`config.mk`:
```
export PLATFORM = sky130hd
export DESIGN_NAME = loop_end_walker
export DESIGN_NICKNAME = d
export VERILOG_FILES = /design/src/rtl/loop_end_walker.sv
export SDC_FILE = /design/constraint.sdc
export NUM_CORES = 1
export LEC_CHECK = 0
export ABC_AREA = 0
export BUFFER_PORTS_ARGS = -buffer_cell sky130_fd_sc_hd__buf_2
export CORE_UTILIZATION = 36
export CTS_CLUSTER_DIAMETER = 30
export DETAILED_ROUTE_END_ITERATION = 8
export GPL_ROUTABILITY_DRIVEN = 0
export SETUP_SLACK_MARGIN = 0.05
export SLEW_MARGIN = 20
export SYNTH_ARGS = -nofsm -noshare
export SYNTH_HDL_FRONTEND = slang
export SYNTH_SLANG_ARGS = --single-unit
```
`constraint.sdc`:
```
create_clock -name clk -period 2.18 [get_ports clk]
set_input_delay 0.545 -clock clk [delete_from_list [all_inputs] [get_ports clk]]
set_output_delay 0.545 -clock clk [all_outputs]
set_load 0.01 [all_outputs]
```
`src/rtl/loop_end_walker.sv`:
```
module loop_end_walker #(
  parameter int CNT_W = 5,
  localparam int IDX_W = 3 * CNT_W
) (
  input  logic             clk,
  input  logic             rst_n,
  input  logic             start,
  input  logic [CNT_W-1:0] size_inner_m1,
  input  logic [CNT_W-1:0] size_mid_m1,
  input  logic [CNT_W-1:0] size_outer_m1,
  input  logic             out_ready,
  output logic             out_valid,
  output logic [IDX_W-1:0] out_index,
  output logic [3:0]       out_flags,
  output logic             done
);

  logic             busy, fin;
  logic [CNT_W-1:0] ci, cm, co;
  logic [CNT_W-1:0] li, lm, lo;
  logic [IDX_W-1:0] idx;

  wire end_i = (ci == li);
  wire end_m = (cm == lm);
  wire end_o = (co == lo);
  wire last  = end_i & end_m & end_o;
  wire take  = busy & out_ready;

  assign out_valid = busy;
  assign out_index = idx;
  assign out_flags = {end_m, end_o, end_i, last};
  assign done      = fin;

  always_ff @(posedge clk) begin
    if (!rst_n) begin
      busy <= 1'b0;
      fin  <= 1'b0;
      ci   <= '0;
      cm   <= '0;
      co   <= '0;
      li   <= '0;
      lm   <= '0;
      lo   <= '0;
      idx  <= '0;
    end else if (!busy && start) begin
      busy <= 1'b1;
      fin  <= 1'b0;
      li   <= size_inner_m1;
      lm   <= size_mid_m1;
      lo   <= size_outer_m1;
      ci   <= '0;
      cm   <= '0;
      co   <= '0;
      idx  <= '0;
    end else if (take) begin
      if (last) begin
        busy <= 1'b0;
        fin  <= 1'b1;
      end else begin
        idx <= idx + 1'b1;
        if (end_i) begin
          ci <= '0;
          if (end_m) begin
            cm <= '0;
            co <= co + 1'b1;
          end else begin
            cm <= cm + 1'b1;
          end
        end else begin
          ci <= ci + 1'b1;
        end
      end
    end
  end

  AST_FIRST_ELEMENT: assert property (@(posedge clk) disable iff (!rst_n)
    (!out_valid && start) |=> (out_valid && out_index == '0));

  AST_INDEX_STEP: assert property (@(posedge clk) disable iff (!rst_n)
    (out_valid && out_ready && !out_flags[0]) |=> (out_valid && out_index == $past(out_index) + 1'b1));

  AST_STALL_HOLD: assert property (@(posedge clk) disable iff (!rst_n)
    (out_valid && !out_ready) |=> (out_valid && $stable(out_index) && $stable(out_flags)));

  AST_LAST_DONE: assert property (@(posedge clk) disable iff (!rst_n)
    (out_valid && out_ready && out_flags[0]) |=> (!out_valid && done));

  AST_DONE_IDLE: assert property (@(posedge clk) disable iff (!rst_n)
    done |-> !out_valid);

endmodule

```
Yosys cells after proc, flatten, opt, wreduce, memory -nomap -nowiden
Index checks and enable logic that the tools add are counted.
{"block": "op_classes", "n_mux": 5, "n_reduce_logical": 10, "n_addsub": 4, "n_eq_ne": 3, "n_bitwise": 5}
{"cell": "$add A15 B1 Y15 const B", "count": 1}
{"cell": "$add A5 B1 Y5 const B", "count": 3}
{"cell": "$eq A5 B5 Y1", "count": 3}
{"cell": "$mux W5", "count": 2}
{"cell": "$reduce_and A2 Y1", "count": 3}
{"cell": "$reduce_and A4 Y1", "count": 1}
{"cell": "$reduce_bool A2 Y1", "count": 2}
{"cell": "$and A1 B1 Y1", "count": 3}
{"cell": "$mux W1", "count": 3}
{"cell": "$reduce_and A3 Y1", "count": 1}
{"cell": "$not A1 Y1", "count": 2}
{"cell": "$reduce_or A2 Y1", "count": 1}
{"cell": "$logic_and A1 B1 Y1", "count": 1}
{"cell": "$logic_not A1 Y1", "count": 1}
{"block": "word_totals", "ff_bits": 47, "in_bits": 19}

Logic depth before layout (Yosys ltp)
{"block": "depth", "depth_word": 6, "ltp_mapped": 8, "mapped_depth_nobuf": 7}

Worst setup path after synthesis
Ideal clock, no wire load.
{"block": "synth_path", "path_kind": "in2reg", "startpoint": "in out_ready", "endpoint": "reg co[3]", "path_slack_ns": 0.199, "arrival_time_ns": 1.922, "stages": 7, "cell_sequence": "and2_1 -> buf_2 -> nand3_2 -> or3_1 -> clkbuf_2 -> or4_1 -> nand2_1"}
{"block": "synth_between", "elab_chain_cells": 2}
{"element": "start: declaration", "line_no": "11", "rtl": "input logic out_ready,"}
{"element": "$and A1 B1 Y1", "line_no": "27", "rtl": "wire take = busy & out_ready;"}
{"element": "$reduce_and A4 Y1 (no line)"}
{"element": "end signal: assignment", "line_no": "65", "rtl": "co <= co + 1'b1;"}
{"element": "end: declaration", "line_no": "19", "rtl": "logic [CNT_W-1:0] ci, cm, co;"}
Every way passes these cells.
A chain may end at the register's enable or synchronous reset.

Worst setup path after layout
{"block": "layout_path", "startpoint": "reg ci[1]", "endpoint": "out out_flags[0]"}
{"block": "layout_between", "elab_chain_cells": 3}
{"element": "start: declaration", "line_no": "19"}
{"element": "start signal: assignment", "line_no": "70", "rtl": "ci <= ci + 1'b1;"}
{"element": "$eq A5 B5 Y1", "line_no": "23", "rtl": "wire end_i = (ci == li);"}
{"element": "$and A1 B1 Y1 (2 in a row)", "line_no": "26", "rtl": "wire last = end_i & end_m & end_o;"}
{"element": "end: declaration", "line_no": "14", "rtl": "output logic [3:0] out_flags,"}
Every way passes these cells.

==> results.json <==
{
  "syn_avg_cell_area_um2": 8.486,
  "place_hpwl_um": 3683,
  "final.setup.tns_ns": 0,
  "timing.hold.worst.class": "in2reg",
  "timing.max_slew.rel_slack_pct": 73.36,
  "power-per-cell-area_nw_per_um2": 637.4,
  "clock_tree.buffer_depth": 2,
  "nets": 354,
  "detail_route.drc_violations": 0,
  "fmax_mhz": 468.2,
  "clkSinkCount": 47,
  "floorplan.core_area_um2": 6026,
  "std_cell_rows": 28,
  "ctsHoldBuffers": 0,
  "vias_in_the_first_global_route": 1857,
  "worst_slack_ns": 0.04405,
  "floorplan.initialDensity_pct": 38.16,
  "via_per_inst": 5.150,
  "grt_util_all_layers_pct": 16.86,
  "finalWorstPathRequiredPeriod_ns": 2.136,
  "tritoncts.num_buffers": 5,
  "antenna_cells_inserted": 0,
  "dr_total_vias": 2096,
  "clock_tree_from_tritoncts": "yes",
  "final_layout_size_suffix_gt1_share_pct": 34.94,
  "maximum_number_of_pins_on_one_net_before_global_route_repair": 28,
  "crit_required_ns": 1.63,
  "synth_top_cell_by_area": "dfxtp_1",
  "synth_area_leaders": "dfxtp_1 (41%), nand2_1 (7.0%), a21boi_0 (4.9%)",
  "min_period_over_period_pct": 97.98,
  "gate_count_of_the_mapped_netlist": 271,
  "globalRouteOverflowTotal": 0,
  "wirelength_um": 5597,
  "synth-seq-cells": 47,
  "global_route.usage.met3_pct": 3.222,
  "worst-slew-pin-transition_ns": 0.3996,
  "cts.reportedPaths.clkPinSlew_ns": 0.09,
  "synth_warnings": 0,
  "worst_hold_path.endpoint": "li[1]",
  "clock_root_buffer": "clkbuf_8",
  "synthToLayoutAreaGrowth_pct": 31.01,
  "final_core_utilization_pct": 50.00,
  "synth.yosys.seq_area_share_pct": 40.91,
  "die_width_um": 81.93,
  "place_ws_ns": 0.1305,
  "yosys-top-cells-count": "dfxtp_1 (47), nand2_1 (43), a21oi_1 (18), nand3_1 (17), nor2_1 (17)",
  "timing.rr.start": "ci[1]",
  "final_design_area_no_fill_um2": 3013,
  "launch_point_of_the_worst_path": "ci[1]",
  "nature_of_the_critical_path_endpoint": "primary output",
  "floorplan.die.height_um": 81.93,
  "cp_max_fo": 4,
  "synthFlopType": "dfxtp_1",
  "post-synth-top-area-fraction_pct": 40.91,
  "grt.busiest_layer": "met2",
  "netlist_area_um2": 2300,
  "avgRoutedWirePerCell_um": 13.75,
  "groute.layer.met2.usage_pct": 27.19,
  "worst_hold_stages": 3,
  "io_buffer_count": 39,
  "antenna_left": 0,
  "startpoint_type": "flop",
  "hold_violations": 0,
  "num_io_pins": 40,
  "worstSkewPairLatency_ns": 0.30,
  "timing.final.setup_violations": 0,
  "drv.max_cap_violation_count": 0,
  "drtPass1Iterations": 4,
  "rr_worst_depth": 11,
  "finalClockSkew_ns": 0.01224,
  "final-max-slew-violation-count": 0,
  "global_route.usage.met1_pct": 22.53,
  "timing.setup.critical_path_class": "reg2out",
  "antenna_found_initial": 0,
  "synthesis.nets": 294,
  "leakagePower_nw": 1.228,
  "fp.dieArea_um2": 6712,
  "worst-endpoint-arrival_ns": 1.59,
  "async_reset_ff_share_pct": 0,
  "power_mw": 1.920,
  "synth_edf_count": 0,
  "post_dp_cell_area_um2": 2614,
  "ff2ff_setup_slack_ns": 0.08,
  "grt_pass1_wl_um": 8673,
  "vdd.ir_drop.worst_uv": 366.1,
  "hold_path.startpoint": "size_inner_m1[1]",
  "dr.first_iter.drc_count": 72,
  "synth.most_common_cell": "dfxtp_1",
  "number_of_filler_cells_placed_in_the_layout": 589,
  "htree_levels": 2,
  "synth_cell_type_count": 45,
  "worst_r2r_endpoint": "ci[4]",
  "unrepaired_setup_endpoints_after_global_routing": "yes",
  "outcome": "completed"
}
==> routing by layer <==
layer | vias up | wire length (um) | part of all wire [%]
met1 | 957 | 2712 | 48
met4 | 0 | 106 | 1.9
met2 | 57 | 2537 | 45
met5 | - | 0 | 0
met3 | 12 | 241 | 4.3
li1 | 1070 | - | -
==> registers in the layout, indices dropped and copies added (netlist names) <==
register / cells
ci: 5
cm: 5
li: 5
lm: 5
lo: 5
out_valid: 1
out_index: 15
done: 1
co: 5
==> logic make-up (layout without fill, tap and decap cells) <==
| group | count (synthesis) | count (layout) | synth area share, % |
|---|---|---|---|
| simple gates | 114 | 114 | 24.92 |
| compound gates | 61 | 61 | 18.66 |
| flops | 47 | 47 | 40.91 |
| buf+inv | 23 | 84 | 4.841 |
| xor+xnor | 20 | 20 | 7.617 |
| fa+ha+maj | 4 | 4 | 2.176 |
| mux | 2 | 2 | 0.8705 |
==> per-stage QoR <==
step / hold slack (ns) / cells
final: 0.4769 / 407
after global routing: 0.4773 / 407
after CTS: 0.4794 / 399
after detailed placement: 0.4732 / 382
after global placement: 0.4663 / 382
after floorplan: 0.4551 / 271
==> layout by cell type, fill, tap and decap left out, types with 5 or more instances in the layout <==
cell type	synthesis	final
a21boi_0	15	15
a21oi_1	18	15
buf_2	1	38
buf_4	6	24
clkbuf_8	0	6
dfxtp_1	47	34
dfxtp_2	0	10
nand2_1	43	42
nand3_1	17	17
nor2_1	17	17
nor3_1	6	5
o21ai_0	9	8
or3_1	7	6
xnor2_1	9	9
xor2_1	11	9
==> where the power goes <==
group	leakage, nW	internal [mW]	switching [mW]
Combinational	0.779	0.169	0.185
Clock	0.0612	0.371	0.300
Sequential	0.388	0.876	0.0187
==> worst max path at each step <==
stage,end,slack [ns],cells after the start
global route,out_flags[0],-0.06,6
global placement,co[3],0.16,6
floorplan,co[3],0.20,7
finish,out_flags[0],0.04,6
CTS,out_flags[0],0.06,6
detailed placement,co[3],0.13,6
==> area by class of cell <==
type                    instances  area, um2  area share [%]
repair buffers                 69      494.2           16.40
clock inverters                 2      35.03           1.163
flip-flops and latches         47      964.7           32.02
multi-input cells             201       1316           43.69
well taps                      75      93.84           3.115
clock buffers                   6      82.58           2.741
inverters                       7      26.28          0.8721
==> repair_timing <==
item,4_1_cts,5_1_grt
resized for setup,6,31
endpoints found under the setup margin,3,17
cloned,0,3
buffers inserted,9,5
endpoints found under the hold margin,0,0
pin swaps,3,14
==> worst max-delay path: stages (launching register included) <==
cell and delay (ns):
dfxtp_4 0.37, xor2_1 0.15, nor3_2 0.27, nand2_2 0.14, nor3_2 0.13, buf_4 0.14
buf_2 0.12
(Power assumes the default switching activity.)
